$ cat src/rtl/tss_pkg.sv
package tss_pkg;
  localparam int DEF_THREADS = 8;
  localparam int DEF_DEPTH   = 64;

  typedef enum logic [1:0] {
    SLOT_IDLE,
    SLOT_TABLE,
    SLOT_FILL,
    SLOT_EMPTY
  } slot_kind_e;
endpackage

$ cat src/rtl/tss_slot_ram.sv
module tss_slot_ram #(
  parameter int DEPTH = 64,
  parameter int WIDTH = 4,
  localparam int AW = $clog2(DEPTH)
) (
  input  logic             clk,
  input  logic             we,
  input  logic [AW-1:0]    waddr,
  input  logic [WIDTH-1:0] wdata,
  input  logic [AW-1:0]    raddr,
  output logic [WIDTH-1:0] rdata
);
  logic [WIDTH-1:0] mem [DEPTH];

  // read-before-write: a colliding read returns the stored word
  always_ff @(posedge clk) begin
    if (we) mem[waddr] <= wdata;
    rdata <= mem[raddr];
  end
endmodule

$ cat src/rtl/tss_slot_ptr.sv
module tss_slot_ptr #(
  parameter int DEPTH = 64,
  localparam int IDX_W = $clog2(DEPTH),
  localparam int LEN_W = $clog2(DEPTH + 1)
) (
  input  logic             clk,
  input  logic             rst,
  input  logic             len_we,
  input  logic [LEN_W-1:0] len_wval,
  output logic [IDX_W-1:0] ptr,
  output logic [LEN_W-1:0] len_cur
);
  logic [LEN_W-1:0] len_pend;
  logic             len_ok;
  logic             at_last;

  assign len_ok  = (len_wval != '0) && (len_wval <= LEN_W'(DEPTH));
  assign at_last = (LEN_W'(ptr) == (len_cur - LEN_W'(1)));

  always_ff @(posedge clk) begin
    if (rst) begin
      ptr      <= '0;
      len_cur  <= LEN_W'(DEPTH);
      len_pend <= LEN_W'(DEPTH);
    end else begin
      if (len_we && len_ok) len_pend <= len_wval;
      if (at_last) begin
        ptr     <= '0;
        len_cur <= len_pend;
      end else begin
        ptr <= ptr + IDX_W'(1);
      end
    end
  end
endmodule

$ cat src/rtl/tss_nrt_arb.sv
module tss_nrt_arb #(
  parameter int N = 8,
  localparam int IW = $clog2(N)
) (
  input  logic          clk,
  input  logic          rst,
  input  logic [N-1:0]  req,
  input  logic          take,
  output logic          gnt_vld,
  output logic [IW-1:0] gnt_id
);
  logic [IW-1:0] rr_q;

  function automatic int wrap_idx(int base, int off);
    int s;
    s = base + off;
    if (s >= N) s = s - N;
    return s;
  endfunction

  // scan from farthest to nearest so the nearest requester wins
  always_comb begin
    gnt_vld = 1'b0;
    gnt_id  = '0;
    for (int off = N - 1; off >= 0; off--) begin
      if (req[wrap_idx(int'(rr_q), off)]) begin
        gnt_vld = 1'b1;
        gnt_id  = IW'(wrap_idx(int'(rr_q), off));
      end
    end
  end

  always_ff @(posedge clk) begin
    if (rst) begin
      rr_q <= '0;
    end else if (take && gnt_vld) begin
      rr_q <= (gnt_id == IW'(N - 1)) ? '0 : gnt_id + IW'(1);
    end
  end
endmodule

$ cat src/rtl/thread_slot_sched.sv
module thread_slot_sched
  import tss_pkg::*;
#(
  parameter int NUM_THREADS = DEF_THREADS,
  parameter int TABLE_DEPTH = DEF_DEPTH,
  localparam int TID_W = $clog2(NUM_THREADS),
  localparam int IDX_W = $clog2(TABLE_DEPTH),
  localparam int LEN_W = $clog2(TABLE_DEPTH + 1),
  localparam int ENT_W = TID_W + 1
) (
  input  logic                   clk,
  input  logic                   rst,
  input  logic                   tbl_we,
  input  logic [IDX_W-1:0]       tbl_waddr,
  input  logic                   tbl_wvalid,
  input  logic [TID_W-1:0]       tbl_wtid,
  input  logic                   len_we,
  input  logic [LEN_W-1:0]       len_wval,
  input  logic [NUM_THREADS-1:0] thread_ready,
  input  logic [NUM_THREADS-1:0] nrt_mask,
  input  logic                   slot_open,
  output logic                   issue_valid,
  output logic                   issue_nop,
  output logic [TID_W-1:0]       issue_tid
);
  logic [IDX_W-1:0] ptr_q;
  logic [LEN_W-1:0] len_cur;
  logic [ENT_W-1:0] rd_word;
  logic             rd_vld_q;
  logic             ent_valid;
  logic [TID_W-1:0] ent_tid;
  logic             gnt_vld;
  logic [TID_W-1:0] gnt_id;
  slot_kind_e       kind;
  logic [TID_W-1:0] nxt_tid;

  tss_slot_ptr #(.DEPTH(TABLE_DEPTH)) u_ptr (
    .clk      (clk),
    .rst      (rst),
    .len_we   (len_we),
    .len_wval (len_wval),
    .ptr      (ptr_q),
    .len_cur  (len_cur)
  );

  tss_slot_ram #(.DEPTH(TABLE_DEPTH), .WIDTH(ENT_W)) u_ram (
    .clk   (clk),
    .we    (tbl_we),
    .waddr (tbl_waddr),
    .wdata ({tbl_wvalid, tbl_wtid}),
    .raddr (ptr_q),
    .rdata (rd_word)
  );

  tss_nrt_arb #(.N(NUM_THREADS)) u_arb (
    .clk     (clk),
    .rst     (rst),
    .req     (thread_ready & nrt_mask),
    .take    (kind == SLOT_FILL),
    .gnt_vld (gnt_vld),
    .gnt_id  (gnt_id)
  );

  assign ent_valid = rd_word[TID_W];
  assign ent_tid   = rd_word[TID_W-1:0];

  // the table word lags the pointer by one edge
  always_ff @(posedge clk) begin
    if (rst) rd_vld_q <= 1'b0;
    else     rd_vld_q <= 1'b1;
  end

  always_comb begin
    kind    = SLOT_IDLE;
    nxt_tid = '0;
    if (rd_vld_q) begin
      if (slot_open) begin
        if (gnt_vld) begin
          kind    = SLOT_FILL;
          nxt_tid = gnt_id;
        end else begin
          kind = SLOT_EMPTY;
        end
      end else if (ent_valid && thread_ready[ent_tid]) begin
        kind    = SLOT_TABLE;
        nxt_tid = ent_tid;
      end else begin
        kind = SLOT_EMPTY;
      end
    end
  end

  always_ff @(posedge clk) begin
    if (rst) begin
      issue_valid <= 1'b0;
      issue_nop   <= 1'b0;
      issue_tid   <= '0;
    end else begin
      issue_valid <= (kind == SLOT_TABLE) || (kind == SLOT_FILL);
      issue_nop   <= (kind == SLOT_EMPTY);
      issue_tid   <= nxt_tid;
    end
  end
endmodule

$ cat config.mk
export PLATFORM = sky130hd
export DESIGN_NAME = thread_slot_sched
export DESIGN_NICKNAME = d
export VERILOG_FILES = /design/src/rtl/tss_pkg.sv /design/src/rtl/tss_slot_ram.sv /design/src/rtl/tss_slot_ptr.sv /design/src/rtl/tss_nrt_arb.sv /design/src/rtl/thread_slot_sched.sv
export SDC_FILE = /design/constraint.sdc
export NUM_CORES = 1
export LEC_CHECK = 0
export ABC_AREA = 1
export BUFFER_PORTS_ARGS = -buffer_cell sky130_fd_sc_hd__buf_2
export CELL_PAD_IN_SITES_DETAIL_PLACEMENT = 0
export CELL_PAD_IN_SITES_GLOBAL_PLACEMENT = 1
export CORE_ASPECT_RATIO = 2
export CORE_MARGIN = 8
export CORE_UTILIZATION = 40
export CTS_CLUSTER_SIZE = 14
export DETAILED_ROUTE_END_ITERATION = 8
export GPL_TIMING_DRIVEN = 0
export PLACE_DENSITY_LB_ADDON = 0.1
export SLEW_MARGIN = 40
export SYNTH_ARGS = -nofsm -noshare
export SYNTH_HDL_FRONTEND = slang
export SYNTH_HIERARCHICAL = 1
export SYNTH_SLANG_ARGS = --single-unit
$ cat constraint.sdc
create_clock -name clk -period 2.3 [get_ports clk]
set_input_delay 0.46 -clock clk [delete_from_list [all_inputs] [get_ports clk]]
set_output_delay 0.46 -clock clk [all_outputs]
set_load 0.02 [all_outputs]
=== Yosys cells after proc, flatten, opt, wreduce, memory -nomap -nowiden ===
Memory sizes are Yosys's and may differ from the RTL's. A register that Yosys moved wholly into a read port is not among the register bits.
Cells that the tools add are included.

* Bits in registers: 29
* RAM bits: 256
* Input bits: 38
* Memories kept: 1

* Multiplexer cells: 61
* Reductions and logical operators: 8
* Eq/ne operators: 5
* Bitwise operators: 2
* Add/subtract/negate cells: 18
* $lt $le $gt $ge: 18

{| class="wikitable"
|+ Memories
! memory !! depth !! width !! rd ports !! clocked after Yosys merged registers in !! wr ports !! RTL line !! source
|-
| u_ram.mem || 64 || 4 || 1 || 1 || 1 || tss_slot_ram.sv:13 || <nowiki>logic [WIDTH-1:0] mem [DEPTH];</nowiki>
|}

{| class="wikitable"
|+ Operators by type and width
! cell !! count
|-
| 32-bit by 5-bit less-than comparator with 1-bit output (second input constant) || 8
|-
| 32-bit two-way mux || 8
|-
| 32-bit by 5-bit subtractor with 32-bit output (second input constant) || 7
|-
| 32-bit by 5-bit greater-or-equal comparator with 1-bit output (second input constant) || 6
|-
| 3-bit two-way mux || 12
|-
| 1-bit two-way mux || 29
|-
| 1-bit binary-select mux with 3-bit select || 9
|-
| 3-bit by 3-bit adder with 4-bit output (second input constant) || 4
|-
| 3-bit by 2-bit adder with 4-bit output (second input constant) || 2
|-
| 8-bit AND || 1
|-
| 6-bit by 7-bit == test with 1-bit output || 1
|-
| 7-bit less-or-equal comparator (second input constant) || 1
|-
| 7-bit nonzero test || 1
|-
| 7-bit by 1-bit subtractor with 7-bit output (second input constant) || 1
|-
| 6-bit by 1-bit adder with 6-bit output (second input constant) || 1
|-
| 2-bit two-way mux || 3
|-
| 3-bit by 4-bit subtractor with 5-bit output (second input constant) || 1
|-
| 3-bit by 1-bit adder with 4-bit output (second input constant) || 1
|-
| 2-bit == test (second input constant) || 2
|-
| 3-bit by 4-bit greater-or-equal comparator with 1-bit output (second input constant) || 1
|-
| 4-bit greater-or-equal comparator (second input constant) || 1
|-
| 1-bit logical AND || 4
|-
| 3-bit by 4-bit less-than comparator with 1-bit output (second input constant) || 1
|-
| 2-bit OR reduction || 2
|-
| other kinds (5) || 5
|}

=== Longest topological paths before layout ===
* Depth after elaboration: 19
* Gate-level depth with buffers: 21
* Mapped depth without buffers: 21

=== Hierarchy ===
Netlist, hierarchy kept.

{| class="wikitable"
|+ By module, submodules not included
! module !! seq. area each (um^2) !! instances !! area an instance (um^2) !! cells each
|-
| tss_slot_ram || 7767.4 || 1 || 10881.7 || 948
|-
| tss_slot_ptr || 400.4 || 1 || 1144.8 || 170
|-
| tss_nrt_arb || 60.1 || 1 || 849.6 || 142
|-
| thread_slot_sched || 120.1 || 1 || 399.1 || 67
|}

=== Worst setup path before layout ===
Ideal clock, no wire load.

* Path kind: reg2reg
* Start: register u_arb.rr_q[1]
* End: register u_arb.rr_q[0]
* Period minus slack after synthesis: 2.473 ns
* Path slack: -0.173 ns
* Cell stages (with the launch flop): 21
* Setup time: 0.066 ns
* Arrival time: 2.407 ns
* Path through: dfxtp_1 > buf_6 > inv_4 > ha_1 > inv_2 > nand3_1 > nand3_2 > nand2_2 > a21oi_1 > o21ai_1 > nand2_1 > o211ai_1 > nand2_1 > nand2_1 > nand2_1 > nand2_1 > ha_1 > ha_1 > nor2_4 > nand3_2 > a21oi_2

{| class="wikitable"
|+ RTL lines
! item !! RTL line !! source
|-
| from (decl) || tss_nrt_arb.sv:12 || <nowiki>logic [IW-1:0] rr_q;</nowiki>
|-
| from (signal assigned) || tss_nrt_arb.sv:37 || <nowiki>rr_q <= (gnt_id == IW'(N - 1)) ? '0 : gnt_id + IW'(1);</nowiki>
|-
| 3-bit by 3-bit adder with 4-bit output || tss_nrt_arb.sv:16 || <nowiki>s = base + off;</nowiki>
|-
| 32-bit by 5-bit subtractor with 32-bit output / 4-bit greater-or-equal comparator (equally long branches) || tss_nrt_arb.sv:17 || <nowiki>if (s >= N) s = s - N;</nowiki>
|-
| 32-bit two-way mux || tss_nrt_arb.sv:17 ||
|-
| 1-bit binary-select mux with 3-bit select || tss_nrt_arb.sv:26 || <nowiki>if (req[wrap_idx(int'(rr_q), off)]) begin</nowiki>
|-
| 1-bit two-way mux (not written as such) (2 in series) || tss_nrt_arb.sv:26 ||
|-
| 3-bit two-way mux (7 in series) || tss_nrt_arb.sv:26 ||
|-
| 3-bit two-way mux (*) || tss_nrt_arb.sv:26 ||
|-
| via gnt_id[1] || thread_slot_sched.sv:33 || <nowiki>logic [TID_W-1:0] gnt_id;</nowiki>
|-
| 3-bit == test (*) || tss_nrt_arb.sv:37 ||
|-
| 3-bit two-way mux (*) || tss_nrt_arb.sv:37 ||
|}

Mark *: on every way through the listed nets, which the timed path passes. The rest lies on a longest branch. The select of a mux whose other input is x is not followed.
A chain may end at the register's enable or synchronous reset.

=== Worst setup path in the final report ===
* Start: register u_arb.rr_q[1]
* End: register u_arb.rr_q[1]

{| class="wikitable"
|+ RTL lines
! item !! RTL line
|-
| 3-bit by 3-bit adder with 4-bit output || tss_nrt_arb.sv:16
|-
| 32-bit by 5-bit subtractor with 32-bit output / 4-bit greater-or-equal comparator (equally long branches) || tss_nrt_arb.sv:17
|-
| 32-bit two-way mux || tss_nrt_arb.sv:17
|-
| 1-bit binary-select mux with 3-bit select || tss_nrt_arb.sv:26
|-
| 1-bit two-way mux (not written as such) (2 in series) || tss_nrt_arb.sv:26
|-
| 3-bit two-way mux (7 in series) || tss_nrt_arb.sv:26
|-
| 3-bit two-way mux (*) || tss_nrt_arb.sv:26
|-
| via gnt_id[1] || thread_slot_sched.sv:33
|-
| 3-bit by 1-bit adder with 3-bit output / 3-bit == test (equally long branches) || tss_nrt_arb.sv:37
|-
| 3-bit two-way mux (*) || tss_nrt_arb.sv:37
|}

Marked as above.

==> key figures <==
Run status
  • Status: complete, but fails checks
  • Failing checks: negative setup slack

Power and ir drop
  • Sw Ratio: between 30% and 40%
  • Maximum VDD drop: 0.5445 mV
  • Pwr/cell area: between 900 and 1000 nW/µm²
  • Comb pwr share: roughly 29%
  • Pwr Total: roughly 14 mW
  • Static leakage: just under 6 nW
  • Register share of total power: approximately two fifths
  • Int Pwr: between 9 and 10 mW
  • P_sw: roughly 4.5 mW
  • Clock share of power: a little under a third

STA
  • Final setup vio count: 3
  • Slew Viols, Final: 0
  • Hold Slack: ~190 ps
  • Final period utilization: 106.2%
  • PnR worst setup slack: -142.7 ps
  • Slew headroom: 43.10%
  • F_max: 409.4 MHz
  • Final hold violations: 0
  • Setup Skew: 22.12 ps
  • Worst-Margin Slew: roughly 850 ps
  • RSZ-0062 raised after global routing: yes
  • Post-route minimum period: between 2000 and 2500 ps

Yosys
  • Number of synthesized flops with an enable pin: about 260
  • Fraction of registers with async set or reset after synthesis: 0%
  • Synth Flop Type: edfxtp_1
  • Seq/Total Area, Yosys: between 60 and 70%
  • Synthesized flop and latch total: approximately 290
  • Top cells by count, synth: nand2_1, nand3_1, edfxtp_1
  • Post-synth cell types: 33
  • Dominant cell type by area after synthesis: edfxtp_1
  • Cells after Synth: roughly 1,300
  • Post-Syn Nets: 1,373
  • Mapped cell area: 13,280 µm²
  • Avg Inst Size Synth: between 10 and 15 µm²
  • Ys Warns: 6
  • Top-area cell type share of the netlist area: 57.91%
  • Most numerous cell in the Yosys netlist: nand2_1
  • Top cells by area, synth: edfxtp_1, nand2_1, nand3_1

Global route
  • Total track usage: a little over a fifth
  • Vias in the first global route: 9,675
  • First-pass GRT wire length: approximately 61,000 µm
  • Remaining Overflow, GRT: 0
  • Initial antenna violation count: 0
  • Largest net degree at the start of global routing: between 60 and 70

Placement
  • Post-DP Area: ~14,000 µm²
  • RD Place Congestion: 0.9089
  • HPWL after DPL: roughly 30,000 µm
  • Worst slack at placement: -414.6 ps
  • IO Port Bufs: 38

Floorplanning
  • Num ports: 43
  • Die H: about 270 µm
  • Core area: roughly 33,000 µm²
  • # rows: 94
  • Die Width: 144.8 µm
  • Die ar.: about 40,000 µm²
  • Initial Util: 40.46%

Setup path
  • R2R setup slack: -140 ps
  • Largest stage delay on the critical path: between 300 and 400 ps
  • CP most frequent cell: nand2_1
  • Maximum fanout along the worst path: 7
  • Crit path required time: about 2800 ps
  • WS Path Type: flip-flop to flip-flop
  • CP Data Arrival Time: a little under 3000 ps
  • Cell breakdown of the critical path: buf_6 -> inv_8 -> ha_4 -> inv_8 -> nand3_4 -> nand3_4 -> nand2_4 -> a21oi_2 -> o21ai_1 -> nand2_1 -> o211ai_1 -> nand2_1 -> nand2_1 -> nand2_1 -> nand2_2 -> ha_4 -> ha_4 -> nor2_4 -> nand2_1 -> a21oi_2
  • Critical-path top delay cell: dfxtp_2
  • Critical path capture point type: flip-flop
  • Startpoint types: flip-flop

Clock network
  • CTS Buf Count: 27
  • CTS root buffer: clkbuf_16
  • Max clock buf depth: 3
  • Clock edge transition at the registers on the reported setup and hold paths: 60 ps
  • Clk sink count: about 290
  • CTS tree: done
  • H-tree depth: 1
  • Worst skew pair latency: roughly 560 ps
  • Cts hold-fix bufs: 0

Layout
  • Layout area overhead: 14.93%
  • Post-route cell area: between 15,000 and 20,000 µm²
  • Utilization after layout: between 40% and 50%
  • Nets@finish: between 1,000 and 1,500
  • Filler cell count: approximately 3,100
  • Area of the multi-input gates: 4471 µm²
  • FF/Latch Area: approximately 8400 µm²
  • Share of cells above drive strength 1: about 17%
  • ANT cells: 0

Min path
  • Worst hold path class: input port to flip-flop

Routing
  • Final ANT Viol Nets: 0
  • 1st-pass router iterations: 5
  • Initial drt markers: 580
  • Average routed wire per standard cell: ~23 µm
  • Via density: between 5 and 6
  • Routed WL: 41,960 µm
  • DRC violations left: 0
  • Vias post-DR: around 10,000

Job
  • Max-Cap Viols: 0
per-stage QoR:
| step | setup TNS (ps) | instances |
|---|---|---|
| final | -384.2 | 1860 |
| after global placement | -30890 | 1797 |
| after global routing | -1081 | 1860 |
| after CTS | -469.1 | 1858 |
| after detailed placement | -48410 | 1797 |
| after floorplan | 0 | 1327 |
metal layers:
layer	GRT usage, %	routed length [µm]	part of all wire, %
met1	20.93	13950	33
met3	2.306	1755	4.2
met5	0	0	0
met2	41.55	23510	56
met4	12.83	2744	6.5
cell usage in the layout (no fill, tap or decap), drive strengths merged:
cell,instances
dfxtp,33
clkinv,9
clkbuf,48
bufinv,2
nand3b,1
buf,101
nand2,455
xor2,7
a21oi,16
nor3,1
edfxtp,256
clkinvlp,1
nor2,98
a211oi,1
ha,8
nor4,8
o211ai,2
inv,73
nand4,14
xnor2,3
o21a,1
nand3,283
o21ai,7
area by class of cell:
| class | instances | share of cell area [%] |
|---|---|---|
| Buffer | 61 | 3.059 |
| Clock buffer | 36 | 4.650 |
| Clock inverter | 13 | 0.7791 |
| Inverter | 72 | 1.919 |
| Multi-Input combinational cell | 905 | 29.30 |
| Sequential cell | 289 | 54.75 |
| Tap cell | 432 | 3.543 |
| Timing Repair Buffer | 52 | 2.001 |
final timing paths:
kind,startpoint,to,depth (start not counted)
setup / recovery,u_arb/rr_q[1]$_SDFFE_PP0P_,u_arb/rr_q[1]$_SDFFE_PP0P_,20
hold / removal,rst,u_arb/rr_q[0]$_SDFFE_PP0P_,2
setup reg to reg,u_arb/rr_q[1]$_SDFFE_PP0P_,u_arb/rr_q[1]$_SDFFE_PP0P_,20
hold reg to reg,u_ptr/len_pend[3]$_SDFFE_PP0P_,u_ptr/len_pend[3]$_SDFFE_PP0P_,2
timing repair:
item,4_1_cts,5_1_grt
pin swaps,15,8
hold endpoints to repair,0,0
endpoints found under the setup margin,5,8
resized for setup,36,16
setup buffers,12,2
sequential cells by signal (all words and copies together) (netlist names):
signal          count
u_ram/mem         256
u_ptr/len_cur       7
u_ptr/len_pend      7
u_ptr/ptr           6
u_ram/rdata         4
issue_tid           3
u_arb/rr_q          3
issue_nop           1
issue_valid         1
rd_vld_q            1
cells by family (layout without fill, tap and decap cells):
group | count (synthesis) | after routing | synth area share, %
AND/OR/NAND/NOR | 860 | 860 | 28.98
flip-flops | 289 | 289 | 62.88
buffers and inverters | 133 | 234 | 5.561
AO/OA/AOI/OAI | 27 | 27 | 1.159
XOR/XNOR | 10 | 10 | 0.6598
adder cells (fa/ha/maj) | 8 | 8 | 0.7540
power groups by stage:
stage | combinational (mW) | clock [mW] | sequential [mW]
floorplan | 2.16 | 0 | 5.98
global placement | 3.14 | 0 | 5.97
detailed placement | 3.16 | 0 | 5.97
CTS | 3.80 | 4.38 | 5.87
global route | 4.44 | 4.55 | 5.88
finish | 4.07 | 4.29 | 5.87
critical path: cells and delay by family, from the launching register on:
family          cells  cell delay, ps
flops               1             330
simple gates       10             760
fa+ha+maj           3             620
compound gates      4             380
buf+inv             3             260
(Power assumes the default switching activity.)
